$ cat config.mk
export PLATFORM = sky130hd
export DESIGN_NAME = lmem_top
export DESIGN_NICKNAME = d
export VERILOG_FILES = /design/src/rtl/lmem_pkg.sv /design/src/rtl/lmem_delay.sv /design/src/rtl/lmem_array.sv /design/src/rtl/lmem_rd_stage.sv /design/src/rtl/lmem_top.sv
export SDC_FILE = /design/constraint.sdc
export NUM_CORES = 1
export LEC_CHECK = 0
export BUFFER_PORTS_ARGS = -buffer_cell sky130_fd_sc_hd__clkbuf_2
export CAP_MARGIN = 20
export CORE_ASPECT_RATIO = 0.5
export CORE_UTILIZATION = 54
export DETAILED_ROUTE_END_ITERATION = 7
export GPL_TIMING_DRIVEN = 0
export HOLD_SLACK_MARGIN = 0.06
export PLACE_DENSITY = 0.71
export SYNTH_ARGS = -nofsm -noshare
export SYNTH_HDL_FRONTEND = slang
export SYNTH_SLANG_ARGS = --single-unit
$ cat constraint.sdc
create_clock -name clk -period 1.65 [get_ports clk]
set_clock_uncertainty 0.2 [all_clocks]
set_input_delay 0.165 -clock clk [delete_from_list [all_inputs] [get_ports clk]]
set_output_delay 0.165 -clock clk [all_outputs]
set_load 0.03 [all_outputs]
$ cat src/rtl/lmem_pkg.sv
`timescale 1ns/1ps
package lmem_pkg;

  // number of write lanes in a word
  function automatic int lane_cnt(input int dw, input int lw);
    return (dw + lw - 1) / lw;
  endfunction

  // plain register stages in front of a final read stage
  function automatic int pipe_len(input int lat);
    return (lat > 0) ? lat - 1 : 0;
  endfunction

  // address width able to express every word
  function automatic int addr_bits(input int depth);
    return (depth > 1) ? $clog2(depth) : 1;
  endfunction

endpackage

$ cat src/rtl/lmem_delay.sv
`timescale 1ns/1ps
module lmem_delay #(
  parameter int W = 1,
  parameter int N = 1
) (
  input  logic         clk,
  input  logic         rst,
  input  logic [W-1:0] d,
  output logic [W-1:0] q
);

  logic [W-1:0] stg [N];

  always_ff @(posedge clk) begin
    if (rst) begin
      for (int i = 0; i < N; i++) stg[i] <= '0;
    end else begin
      stg[0] <= d;
      for (int i = 1; i < N; i++) stg[i] <= stg[i-1];
    end
  end

  assign q = stg[N-1];

endmodule

$ cat src/rtl/lmem_array.sv
`timescale 1ns/1ps
module lmem_array #(
  parameter int DW    = 8,
  parameter int AW    = 4,
  parameter int DEPTH = 12,
  parameter int MW    = 2,
  parameter int NRD   = 2
) (
  input  logic                     clk,
  input  logic                     rst,
  input  logic [MW-1:0]            we,
  input  logic [AW-1:0]            waddr,
  input  logic [DW-1:0]            wdata,
  input  logic [NRD-1:0][AW-1:0]   raddr,
  output logic [NRD-1:0][DW-1:0]   rword,
  output logic [NRD-1:0]           rok
);

  localparam int LW = DW / MW;
  localparam logic [AW:0] LIMIT = (AW+1)'(DEPTH);

  logic [DW-1:0] mem [DEPTH];
  logic          w_ok;

  assign w_ok = ({1'b0, waddr} < LIMIT);

  // lane-masked write, dropped when out of range
  always_ff @(posedge clk) begin
    if (!rst && w_ok) begin
      for (int l = 0; l < MW; l++) begin
        if (we[l]) mem[waddr][l*LW +: LW] <= wdata[l*LW +: LW];
      end
    end
  end

  for (genvar p = 0; p < NRD; p++) begin : g_rd
    assign rok[p]   = ({1'b0, raddr[p]} < LIMIT);
    assign rword[p] = rok[p] ? mem[raddr[p]] : '0;
  end

endmodule

$ cat src/rtl/lmem_rd_stage.sv
`timescale 1ns/1ps
module lmem_rd_stage #(
  parameter int DW = 8
) (
  input  logic          clk,
  input  logic          rst,
  input  logic          ld,
  input  logic [DW-1:0] word,
  input  logic          ok,
  output logic [DW-1:0] q,
  output logic          oob
);

  always_ff @(posedge clk) begin
    if (rst) begin
      q   <= '0;
      oob <= 1'b0;
    end else if (ld) begin
      q   <= word;
      oob <= !ok;
    end
  end


  hold_chk: assert property (@(posedge clk) disable iff (rst)
    !ld |=> ($stable(q) && $stable(oob)));


  oob_zero_chk: assert property (@(posedge clk) disable iff (rst)
    oob |-> (q == '0));

endmodule

$ cat src/rtl/lmem_top.sv
`timescale 1ns/1ps
module lmem_top
  import lmem_pkg::*;
#(
  parameter int   DATA_W     = 8,
  parameter int   DEPTH      = 12,
  parameter int   LANE_W     = 4,
  parameter int   RD_LAT     = 2,
  parameter int   WR_LAT     = 2,
  parameter bit   RA_EN_TIED = 1'b0,
  localparam int  AW         = addr_bits(DEPTH),
  localparam int  MW         = lane_cnt(DATA_W, LANE_W)
) (
  input  logic              clk,
  input  logic              rst,
  input  logic [AW-1:0]     ra_addr,
  input  logic              ra_en,
  output logic [DATA_W-1:0] ra_data,
  output logic              ra_oob,
  input  logic [AW-1:0]     sp_addr,
  input  logic              sp_en,
  input  logic              sp_wmode,
  input  logic [DATA_W-1:0] sp_wdata,
  input  logic [MW-1:0]     sp_wmask,
  output logic [DATA_W-1:0] sp_rdata,
  output logic              sp_oob
);

  localparam int RP  = pipe_len(RD_LAT);
  localparam int WP  = WR_LAT - 1;
  localparam int SPW = AW + 2 + DATA_W + MW;
  localparam logic [AW:0] LIMIT = (AW+1)'(DEPTH);

  // ---------------- read-only port pipeline ----------------
  logic [AW:0]   ra_bus_d;
  logic [AW-1:0] ra_addr_d;
  logic          ra_en_d;
  logic          ra_ld;

  if (RP > 0) begin : g_ra_pipe
    lmem_delay #(.W(AW+1), .N(RP)) u_ra_dly (
      .clk (clk),
      .rst (rst),
      .d   ({ra_addr, ra_en}),
      .q   (ra_bus_d)
    );
  end else begin : g_ra_direct
    assign ra_bus_d = {ra_addr, ra_en};
  end

  assign {ra_addr_d, ra_en_d} = ra_bus_d;
  assign ra_ld = RA_EN_TIED ? 1'b1 : ra_en_d;

  // ---------------- shared port pipeline ----------------
  logic [SPW-1:0]    sp_bus_d;
  logic [AW-1:0]     spd_addr;
  logic              spd_en;
  logic              spd_wmode;
  logic [DATA_W-1:0] spd_wdata;
  logic [MW-1:0]     spd_wmask;
  logic [MW-1:0]     sp_we;
  logic              sp_rld;

  if (WP > 0) begin : g_sp_pipe
    lmem_delay #(.W(SPW), .N(WP)) u_sp_dly (
      .clk (clk),
      .rst (rst),
      .d   ({sp_addr, sp_en, sp_wmode, sp_wdata, sp_wmask}),
      .q   (sp_bus_d)
    );
  end else begin : g_sp_direct
    assign sp_bus_d = {sp_addr, sp_en, sp_wmode, sp_wdata, sp_wmask};
  end

  assign {spd_addr, spd_en, spd_wmode, spd_wdata, spd_wmask} = sp_bus_d;
  assign sp_we  = {MW{spd_en & spd_wmode}} & spd_wmask;
  assign sp_rld = spd_en & ~spd_wmode;

  // ---------------- array ----------------
  logic [1:0][AW-1:0]     rd_addr;
  logic [1:0][DATA_W-1:0] rd_word;
  logic [1:0]             rd_ok;

  assign rd_addr[0] = ra_addr_d;
  assign rd_addr[1] = (RD_LAT > 0) ? spd_addr : sp_addr;

  lmem_array #(
    .DW    (DATA_W),
    .AW    (AW),
    .DEPTH (DEPTH),
    .MW    (MW),
    .NRD   (2)
  ) u_array (
    .clk   (clk),
    .rst   (rst),
    .we    (sp_we),
    .waddr (spd_addr),
    .wdata (spd_wdata),
    .raddr (rd_addr),
    .rword (rd_word),
    .rok   (rd_ok)
  );

  // ---------------- read stages ----------------
  if (RD_LAT > 0) begin : g_reg_rd
    lmem_rd_stage #(.DW(DATA_W)) u_ra_stage (
      .clk  (clk),
      .rst  (rst),
      .ld   (ra_ld),
      .word (rd_word[0]),
      .ok   (rd_ok[0]),
      .q    (ra_data),
      .oob  (ra_oob)
    );
    lmem_rd_stage #(.DW(DATA_W)) u_sp_stage (
      .clk  (clk),
      .rst  (rst),
      .ld   (sp_rld),
      .word (rd_word[1]),
      .ok   (rd_ok[1]),
      .q    (sp_rdata),
      .oob  (sp_oob)
    );


    rst_clear_chk: assert property (@(posedge clk) disable iff (rst)
      $fell(rst) |-> (!ra_oob && !sp_oob && ra_data == '0 && sp_rdata == '0));
  end else begin : g_comb_rd
    assign ra_data  = rd_word[0];
    assign ra_oob   = !rd_ok[0];
    assign sp_rdata = rd_word[1];
    assign sp_oob   = !rd_ok[1];
  end

  // ---------------- latency checks on flags ----------------
  if (RD_LAT == 1 && !RA_EN_TIED) begin : g_ra_lat1

    ra_oob_lat_chk: assert property (@(posedge clk) disable iff (rst)
      (ra_en && ({1'b0, ra_addr} >= LIMIT)) |=> ra_oob);
  end else if (RD_LAT == 2 && !RA_EN_TIED) begin : g_ra_lat2

    ra_oob_lat_chk: assert property (@(posedge clk) disable iff (rst)
      (ra_en && ({1'b0, ra_addr} >= LIMIT)) |-> ##2 ra_oob);
  end

  if (RD_LAT > 0 && WR_LAT == 1) begin : g_sp_lat1

    sp_oob_lat_chk: assert property (@(posedge clk) disable iff (rst)
      (sp_en && !sp_wmode && ({1'b0, sp_addr} >= LIMIT)) |=> sp_oob);
  end else if (RD_LAT > 0 && WR_LAT == 2) begin : g_sp_lat2

    sp_oob_lat_chk: assert property (@(posedge clk) disable iff (rst)
      (sp_en && !sp_wmode && ({1'b0, sp_addr} >= LIMIT)) |-> ##2 sp_oob);
  end

endmodule

==> impl_metrics.yaml <==
routing:
  vias: 4022
  dr.pass1.iters: 5
  drt_iter0_drc: 445
  wl_per_cell_um: 24.9
  vias_per_cell: 6.25
  totalWireLength_um: 16000
  ant_nets: 0
  route.detailed.drc: 0
floorplanning:
  die_area_um2: 11300
  die_w_um: 150
  die_y_um: 75.8
  design.core.area_um2: 10400
  start_util: 0.565
  num_io_pins: 41
  rows: 26
worst_setup_path:
  slowest_delay_ns: 0.52
  cp_num_buf_inv: 2
  arrival_ns: 1.84
  cp.required_ns: 1.74
  cp_max_fo: 5
  crit_chain: "buf_6 -> buf_12 -> mux4_2 -> a22oi_2 -> o21ai_1"
  crit_type: "reg -> reg"
  end_kind: "flip-flop"
  cpLargestDelayFamily: "multiplexers"
  startpoint_type: "flip-flop"
  slowest_stage: "mux4_2"
pwr:
  sw_frac_of_total: 0.230
  internal_power_uw: 6360
  seqPwrFrac: 0.452
  pwr_density_cell_nw_per_um2: 1060
  p_leak_uw: 0.00284
  pwr-share-comb: 0.080
  pwr-share-clk: 0.468
  switching_power_uw: 1900
  peakVddDrop_mv: 0.670
sta:
  rsz0062_at_grt: "yes"
  worst_pin_slew_ns: 0.576
  finalSetupTns_ns: -1.52
  drv_slew: 0
  fin_crit_sh: 1.06
  fmax_mhz: 572
  slew_headroom: 0.616
  hold_viol_final: 0
  worst_slack_ns: -0.0970
  setup_viol: 32
  whs_ns: 0.188
  min_period_ns: 1.75
clock_network:
  tritoncts: "yes"
  clock_sinks: 135
  clkTransAtPathRegs_ns: 0.06
  cts_root_buf: "clkbuf_16"
  cts_buffers: 17
  cts_max_level: 4
  clock_path_buffers: 2
  clk_latency_ns: 0.43
yosys:
  syn_area_per_cell_um2: 14.9
  ys_types: 33
  seq_area_frac_synth: 0.623
  yosysWarnings: 0
  synthesis.nets: 418
  netlist_area_um2: 5880
  netlist_instances: 395
  ys_ff_latch: 135
layout:
  drive_gt1_frac: 0.411
  num-nets-final: 514
  fillerInstances: 590
  final_area_um2: 7820
  final_common_cell: "edfxtp_1"
  layout-area-overhead-vs-synth_pct: 33.0
  layout_common_cells: "96 x edfxtp_1, 50 x mux2i_1, 44 x clkbuf_2, 33 x dfxtp_1, 31 x nor2b_1"
  diodes: 0
place:
  gp_congestion: 0.872
  dpl-instance-area_um2: 6280
  port_buffers: 40
  dp_hpwl_um: 10300
outcome:
  status: "complete, but fails checks"
  violations: "negative setup slack"
global_routing:
  grt_pass1_vias: 3947
  busiest_layer: "met2"
  grt_first_pass_wirelength_um: 22500
  grt_usage: 0.291
  met3_usage: 0.0826
  grt_overflow_total: 0
  met2_usage: 0.465
  met1_usage: 0.380
  antenna_found_initial: 0
  grt_max_degree: 17
worst_hold_path:
  hp-class: "in -> reg"
flow_run:
  drv_cap: 0
-- sequential cells by signal (all words and copies together), names as in the netlist --
name / flops
g_sp_pipe.u_sp_dly.stg: 16
g_reg_rd.u_ra_stage.oob: 1
g_reg_rd.u_sp_stage.oob: 1
g_ra_pipe.u_ra_dly.stg: 5
u_array.mem: 96
g_reg_rd.u_ra_stage.q: 8
g_reg_rd.u_sp_stage.q: 8
-- Yosys cell counts --
master / count / area, um^2
nand3b_1: 1 / 7.51
and2_1: 1 / 6.26
buf_2: 8 / 40.0
nor4bb_1: 1 / 10.0
clkbuf_2: 1 / 5.00
clkbuf_1: 10 / 37.5
nor2b_1: 33 / 206
mux2i_1: 56 / 561
nand2b_1: 4 / 25.0
or2_0: 1 / 6.26
buf_4: 6 / 45.0
o22ai_1: 8 / 50.1
nand2_1: 17 / 63.8
o22ai_2: 8 / 100
nor3_1: 1 / 5.00
and4b_1: 2 / 20.0
nand3_1: 1 / 5.00
buf_12: 1 / 20.0
and3b_1: 1 / 8.76
nand4b_1: 1 / 8.76
nor2_1: 27 / 101
buf_6: 2 / 22.5
or3b_1: 1 / 8.76
nor4b_4: 1 / 23.8
or3_1: 1 / 6.26
a21oi_1: 9 / 45.0
mux4_2: 20 / 450
edfxtp_1: 96 / 2880
mux4_1: 4 / 105
a31oi_1: 1 / 6.26
a22oi_1: 24 / 180
o21ai_1: 8 / 40.0
dfxtp_1: 39 / 781
-- routing by layer --
layer | vias to the layer above | wire, um
li1 | 1732 | -
met1 | 2034 | 6680
met2 | 215 | 7700
met3 | 41 | 1320
met4 | 0 | 344
met5 | - | 0
-- area by class of cell --
type	instances	area, um^2	share of cell area
sequential	135	3680	0.470
multi-input combinational	232	2440	0.312
timing repair buffer	80	626	0.0800
clock buffer	17	425	0.0544
buffer	25	297	0.0379
clock inverter	15	178	0.0227
tap	140	175	0.0224
-- worst paths after layout --
kind	from	to	slack, ns	depth (start not counted)
worst min register to register	g_reg_rd.u_sp_stage.oob	g_reg_rd.u_sp_stage.oob	0.30	2
worst min-delay path	rst	g_reg_rd.u_ra_stage.q[1]	0.19	4
worst max-delay path	g_ra_pipe.u_ra_dly.stg[0][2]	g_reg_rd.u_ra_stage.q[3]	-0.1	5
worst max register to register	g_ra_pipe.u_ra_dly.stg[0][2]	g_reg_rd.u_ra_stage.q[3]	-0.1	5
-- per-stage QoR --
stage	instances	total power (uW)	worst slack, ns	util
5_1_grt	644	8460	-0.140	0.752
2_1_floorplan	395	4100	-0.000985	-
4_1_cts	638	8180	-0.0544	0.725
3_3_place_gp	575	4250	-0.384	0.603
3_5_place_dp	575	4260	-0.449	0.603
6_report	644	8260	-0.0970	0.752
-- logic make-up after synthesis --
group / count (synthesis) / synth area share
flops: 135 / 0.623
compound gates: 58 / 0.0717
simple gates: 94 / 0.0872
buf+inv: 28 / 0.0289
mux: 80 / 0.190
-- tightest hold or removal path: stages --
cell and delay, ns:
clkbuf_2 0.21, nor3_1 0.10, a22oi_1 0.20, o21ai_1 0.09
-- power by group through the flow --
stage               clock (uW)  sequential (uW)  combinational, uW
floorplan                    0             3810                298
global placement             0             3790                457
detailed placement           0             3800                467
CTS                       3860             3730                591
global route              4030             3740                689
finish                    3870             3740                662
-- timing repair --
action                                 4_1_cts  5_1_grt
pin swaps                                   11       10
setup endpoints to repair                  112      107
resized for setup                          102       42
endpoints found under the hold margin       21        0
setup buffers                               11        4
gates cloned                                 1        3
hold buffers                                21        0
No activity file was read; power rests on OpenSTA's default activity.
